<file path="config.mk">
export PLATFORM = sky130hd
export DESIGN_NAME = keyed_sysctl_reg
export DESIGN_NICKNAME = d
export VERILOG_FILES = /design/src/rtl/ksc_pkg.sv /design/src/rtl/ksc_bus_decode.sv /design/src/rtl/ksc_group_reg.sv /design/src/rtl/ksc_rst_fsm.sv /design/src/rtl/keyed_sysctl_reg.sv
export SDC_FILE = /design/constraint.sdc
export NUM_CORES = 1
export LEC_CHECK = 0
export CORE_UTILIZATION = 30
export DETAILED_ROUTE_END_ITERATION = 8
export DONT_BUFFER_PORTS = 1
export SYNTH_ARGS = -nofsm -noshare
export SYNTH_HDL_FRONTEND = slang
export SYNTH_SLANG_ARGS = --single-unit
</file>
<file path="constraint.sdc">
create_clock -name clk -period 4.95 [get_ports clk]
set_input_delay 0.2475 -clock clk [delete_from_list [all_inputs] [get_ports clk]]
set_output_delay 0.2475 -clock clk [all_outputs]
set_load 0.01 [all_outputs]
</file>
<file path="src/rtl/ksc_pkg.sv">
package ksc_pkg;

    localparam int DATA_W    = 32;
    localparam int KEY_W     = 16;
    localparam int KEY_LSB   = 16;
    localparam int GRP_W     = 3;
    localparam int GRP_LSB   = 8;
    localparam int REQ_BIT   = 2;

    localparam logic [KEY_W-1:0] UNLOCK_KEY = 16'h05FA;
    localparam logic [KEY_W-1:0] READ_TAG   = 16'hFA05;

    typedef enum logic [1:0] {
        ST_IDLE = 2'd0,
        ST_REQ  = 2'd1,
        ST_HOLD = 2'd2
    } rst_state_e;

    typedef struct packed {
        logic             wr_ok;
        logic             rd_ok;
        logic             fault;
        logic             req_set;
        logic [GRP_W-1:0] grp_val;
    } access_t;

endpackage

</file>
<file path="src/rtl/ksc_bus_decode.sv">
module ksc_bus_decode
    import ksc_pkg::*;
#(
    parameter int                ADDR_W     = 12,
    parameter logic [ADDR_W-1:0] REG_OFFSET = 12'hD0C
) (
    input  logic              valid_i,
    input  logic              we_i,
    input  logic [ADDR_W-1:0] addr_i,
    input  logic [DATA_W-1:0] wdata_i,
    input  logic              priv_i,
    output access_t           acc_o
);

    logic hit;
    logic key_match;
    logic unused_wdata;

    assign hit          = valid_i && (addr_i == REG_OFFSET);
    assign key_match    = (wdata_i[KEY_LSB +: KEY_W] == UNLOCK_KEY);
    assign unused_wdata = ^wdata_i;

    always_comb begin
        acc_o         = '0;
        acc_o.wr_ok   = hit && we_i && priv_i && key_match;
        acc_o.rd_ok   = hit && !we_i && priv_i;
        acc_o.fault   = hit && !priv_i;
        acc_o.grp_val = wdata_i[GRP_LSB +: GRP_W];
        acc_o.req_set = acc_o.wr_ok && wdata_i[REQ_BIT];
    end

endmodule

</file>
<file path="src/rtl/ksc_group_reg.sv">
module ksc_group_reg
    import ksc_pkg::*;
(
    input  logic             clk,
    input  logic             rst_n,
    input  logic             wr_en_i,
    input  logic [GRP_W-1:0] wr_val_i,
    output logic [GRP_W-1:0] grp_o
);

    logic [GRP_W-1:0] grp_q;

    always_ff @(posedge clk or negedge rst_n) begin
        if (!rst_n) begin
            grp_q <= '0;
        end else if (wr_en_i) begin
            grp_q <= wr_val_i;
        end
    end

    assign grp_o = grp_q;

    AST_GRP_LOADS: assert property (@(posedge clk) disable iff (!rst_n)
        wr_en_i |=> (grp_o == $past(wr_val_i)));

endmodule

</file>
<file path="src/rtl/ksc_rst_fsm.sv">
module ksc_rst_fsm
    import ksc_pkg::*;
(
    input  logic clk,
    input  logic rst_n,
    input  logic set_i,
    input  logic busy_i,
    output logic req_o
);

    rst_state_e state_q;
    rst_state_e state_d;

    always_ff @(posedge clk or negedge rst_n) begin
        if (!rst_n) begin
            state_q <= ST_IDLE;
        end else begin
            state_q <= state_d;
        end
    end

    always_comb begin
        state_d = state_q;
        unique case (state_q)
            ST_IDLE: if (set_i)   state_d = ST_REQ;   // GO_REQUEST
            ST_REQ:  if (busy_i)  state_d = ST_HOLD;  // GO_ACKED
            ST_HOLD: if (!busy_i) state_d = ST_IDLE;  // GO_RELEASE
            default:              state_d = ST_IDLE;
        endcase
    end

    always_comb begin
        req_o = 1'b0;
        unique case (state_q)
            ST_IDLE: req_o = 1'b0;
            ST_REQ:  req_o = 1'b1;
            ST_HOLD: req_o = 1'b0;
            default: req_o = 1'b0;
        endcase
    end

    AST_REQ_WAITS_ACK: assert property (@(posedge clk) disable iff (!rst_n)
        (req_o && !busy_i) |=> req_o);

    AST_REQ_DROPS_ON_ACK: assert property (@(posedge clk) disable iff (!rst_n)
        (req_o && busy_i) |=> !req_o);

    AST_NO_RELAUNCH_IN_HOLD: assert property (@(posedge clk) disable iff (!rst_n)
        (state_q == ST_HOLD) |=> !req_o);

    AST_REQ_NEEDS_SET: assert property (@(posedge clk) disable iff (!rst_n)
        (!req_o && !set_i) |=> !req_o);

endmodule

</file>
<file path="src/rtl/keyed_sysctl_reg.sv">
module keyed_sysctl_reg
    import ksc_pkg::*;
#(
    parameter int                ADDR_W     = 12,
    parameter logic [ADDR_W-1:0] REG_OFFSET = 12'hD0C
) (
    input  logic              clk,
    input  logic              rst_n,
    input  logic              bus_valid_i,
    input  logic              bus_we_i,
    input  logic [ADDR_W-1:0] bus_addr_i,
    input  logic [DATA_W-1:0] bus_wdata_i,
    input  logic              bus_priv_i,
    output logic [DATA_W-1:0] bus_rdata_o,
    output logic              access_err_o,
    output logic [GRP_W-1:0]  grp_split_o,
    output logic              sys_rst_req_o,
    input  logic              rst_active_i
);

    access_t acc;
    logic    err_q;

    ksc_bus_decode #(
        .ADDR_W     (ADDR_W),
        .REG_OFFSET (REG_OFFSET)
    ) u_decode (
        .valid_i (bus_valid_i),
        .we_i    (bus_we_i),
        .addr_i  (bus_addr_i),
        .wdata_i (bus_wdata_i),
        .priv_i  (bus_priv_i),
        .acc_o   (acc)
    );

    ksc_group_reg u_group (
        .clk      (clk),
        .rst_n    (rst_n),
        .wr_en_i  (acc.wr_ok),
        .wr_val_i (acc.grp_val),
        .grp_o    (grp_split_o)
    );

    ksc_rst_fsm u_fsm (
        .clk    (clk),
        .rst_n  (rst_n),
        .set_i  (acc.req_set),
        .busy_i (rst_active_i),
        .req_o  (sys_rst_req_o)
    );

    always_ff @(posedge clk or negedge rst_n) begin
        if (!rst_n) begin
            err_q <= 1'b0;
        end else begin
            err_q <= acc.fault;
        end
    end

    assign access_err_o = err_q;

    always_comb begin
        bus_rdata_o = '0;
        if (acc.rd_ok) begin
            bus_rdata_o[KEY_LSB +: KEY_W] = READ_TAG;
            bus_rdata_o[GRP_LSB +: GRP_W] = grp_split_o;
        end
    end

    AST_BAD_KEY_NO_CHANGE: assert property (@(posedge clk) disable iff (!rst_n)
        (bus_valid_i && bus_we_i && bus_wdata_i[KEY_LSB +: KEY_W] != UNLOCK_KEY)
        |=> $stable(grp_split_o));

    AST_READ_TAG: assert property (@(posedge clk) disable iff (!rst_n)
        (bus_rdata_o != '0) |-> (bus_rdata_o[KEY_LSB +: KEY_W] == READ_TAG));

    AST_RSVD_ZERO: assert property (@(posedge clk) disable iff (!rst_n)
        (bus_rdata_o[15:11] == '0) && (bus_rdata_o[7:0] == '0));

    AST_UNPRIV_ERR: assert property (@(posedge clk) disable iff (!rst_n)
        (bus_valid_i && bus_addr_i == REG_OFFSET && !bus_priv_i)
        |=> (access_err_o && $stable(grp_split_o)));

    AST_UNPRIV_READ_ZERO: assert property (@(posedge clk) disable iff (!rst_n)
        !bus_priv_i |-> (bus_rdata_o == '0));

    AST_OTHER_ADDR_QUIET: assert property (@(posedge clk) disable iff (!rst_n)
        (bus_valid_i && bus_addr_i != REG_OFFSET)
        |=> (!access_err_o && $stable(grp_split_o)));

endmodule

</file>
==> results.json <==
{
  "outcome": "finished, final reports clean",
  "grt_pass1_vias": 314,
  "clock_skew_ns": 0.00006428,
  "rows": 15,
  "antenna_cells": 0,
  "reg2reg_slack_ns": 4.13,
  "cts_repair_resize_count": 0,
  "power_mw": 0.1049,
  "slew_headroom_pct": 36.88,
  "wl_um": 889,
  "dp_slack_ns": 2.354,
  "setup_viol": 0,
  "avgViaCountPerCell": 4.286,
  "hold_violations": 0,
  "dieWidth_um": 46.79,
  "maxCapViolCount": 0,
  "drtPass1Iterations": 3,
  "path_clk_slew_ns": 0.04,
  "clk_latency_ns": 0.23,
  "ys_seq_area_share_pct": 24.95,
  "cts_buffers": 3,
  "min_period_ns": 2.573,
  "cts_tree": "built",
  "cts_buffer_depth": 2,
  "crit_path_end_kind": "output port",
  "vias": 360,
  "critPathMaxFanout": 11,
  "synth-main-ff-cell": "dfrtp_1",
  "critPathLaunchType": "input pin",
  "dieArea_sq_um": 2189,
  "leakagePower_nw": 0.2585,
  "start_util_pct": 33.40,
  "synth_seq_cells": 6,
  "syn-cell-area_sq_um": 601.8,
  "io_buffers": 0,
  "cts.sinks": 6,
  "synth_top_cell_by_area": "buf_4",
  "wl_per_cell_um": 10.58,
  "cts_max_level": 1,
  "final_net_count": 111,
  "worst_pin_slew_ns": 0.9458,
  "critical_path_class": "input pin to output port",
  "drtIter0Drc": 2,
  "grt_util_all_layers_pct": 7.778,
  "grt_pass1_wl_mm": 1.145,
  "yosysWarnings": 0,
  "gr-total-overflow": 0,
  "peakVddDrop_mv": 0.06947,
  "hold_class": "input pin to flop",
  "cts_root_buffer": "clkbuf_4",
  "timing.fmax_ghz": 0.3886,
  "synth.distinct_cells": 21,
  "rsz0062_at_grt": "no",
  "p_per_area_nw_per_um2": 199.6,
  "synth-edff-count": 0,
  "antenna_found_initial": 0,
  "arrival_ns": 2.33,
  "finalSetupTns_ns": 0,
  "dp_hpwl_um": 826.9,
  "core_area_sq_um": 1802,
  "grt_start_max_net_pins": 12,
  "io_pins": 87,
  "die_h_um": 46.79,
  "syn_area_per_cell_sq_um": 9.404,
  "postSynthCellCount": 64,
  "cp.required_ns": 4.70,
  "postSynth.asyncResetShare_pct": 100.0,
  "worst_slack_ns": 2.377,
  "ant_nets": 0,
  "synth_common_cells": "buf_4 (29), dfrtp_1 (6), and2_1 (3), mux2_4 (3), or4_4 (3)",
  "final-max-slew-violation-count": 0,
  "synth_area_leaders": "buf_4 (36%), dfrtp_1 (25%), mux2_4 (7.5%), or4_4 (5.6%), nor4bb_1 (3.3%)",
  "yosysTopAreaCellShare_pct": 36.17,
  "gp_congestion": 0.6640,
  "drcViolationCount": 0,
  "min_period_over_period_pct": 51.98,
  "synth.most_common_cell": "buf_4",
  "syn_to_final_growth_pct": -12.68,
  "drive_gt1_share_pct": 22.03
}
==> where the power goes <==
| group | switching [mW] | total, mW | internal [mW] |
|---|---|---|---|
| combinational | 0.00904 | 0.0125 | 0.00350 |
| sequential | 0.000000620 | 0.0492 | 0.0492 |
| clock | 0.0158 | 0.0431 | 0.0273 |
| total | 0.0248 | 0.105 | 0.0800 |
==> layout by cell type, fill, tap and decap left out, drive strengths merged, types with 2 or more instances in the layout <==
cell	n
nand4b	2
nor4bb	2
or4	3
nand2b	2
dfrtp	6
and2	3
clkbuf	3
conb	21
nor2	2
mux2	3
==> sequential cells by signal, summed over array words and instances (netlist names) <==
name,count
u_group.grp_o,3
u_fsm.state_q,2
access_err_o,1
==> worst max-delay path, cell delays in order <==
cell	delay (ns)
or4_4	0.52
or4_4	0.54
nor2_2	0.73
and2_1	0.29
==> path summary, 6_finish.rpt <==
path,start,end,cells after the start
min in group asynchronous,rst_n,u_group.grp_o[0]$_DFFE_PN0P_,1
max,bus_addr_i[5],bus_rdata_o[10],4
min,rst_active_i,u_fsm.state_q[0]$_DFFE_PN0P_,1
max reg2reg,u_group.grp_o[1]$_DFFE_PN0P_,u_group.grp_o[1]$_DFFE_PN0P_,1
max in group asynchronous,rst_n,u_fsm.state_q[0]$_DFFE_PN0P_,1
min reg2reg,u_fsm.state_q[1]$_DFFE_PN0P_,u_fsm.state_q[0]$_DFFE_PN0P_,3
==> stage by stage <==
| step | instance area, sq um | hold slack (ns) | std cells | util, % |
|---|---|---|---|---|
| 3_5_place_dp | 493.0 | -0.04798 | 80 | 27.36 |
| 6_report | 525.5 | 0.1211 | 84 | 29.17 |
| 3_3_place_gp | 493.0 | -0.04798 | 80 | 27.36 |
| 5_1_grt | 525.5 | 0.1174 | 84 | 29.17 |
| 4_1_cts | 525.5 | 0.1143 | 84 | 29.17 |
| 2_1_floorplan | 676.9 | -0.04809 | 84 | - |
==> cell type report <==
type,count,area [sq um]
well taps,25,31.28
flip-flops and latches,6,150.1
inverters,1,3.754
multi-input cells,48,307.8
fillers,203,1276
clock buffers,3,22.52
repair buffers,1,10.01
==> metal layers <==
| metal | up-vias | wire [um] | GRT usage [%] |
|---|---|---|---|
| met4 | 0 | 0 | 4.000 |
| li1 | 159 | - | - |
| met5 | - | 0 | 0 |
| met1 | 163 | 262 | 6.588 |
| met2 | 38 | 501 | 13.89 |
| met3 | 0 | 124 | 5.000 |
==> kinds of logic after synthesis <==
| family | after synthesis | share of synthesized area [%] |
|---|---|---|
| AOI/OAI and AO/OA | 2 | 2.288 |
| buffers and inverters | 30 | 36.80 |
| and+or+nand+nor | 22 | 27.86 |
| DFF | 6 | 24.95 |
| muxes | 3 | 7.484 |
| other | 1 | 0.6231 |
==> timing repair <==
item | 4_1_cts | 5_1_grt
setup buffers | 0 | 0
hold buffers | 1 | 0
hold endpoints to repair | 6 | 0
Power figures use the tool's default switching activity.
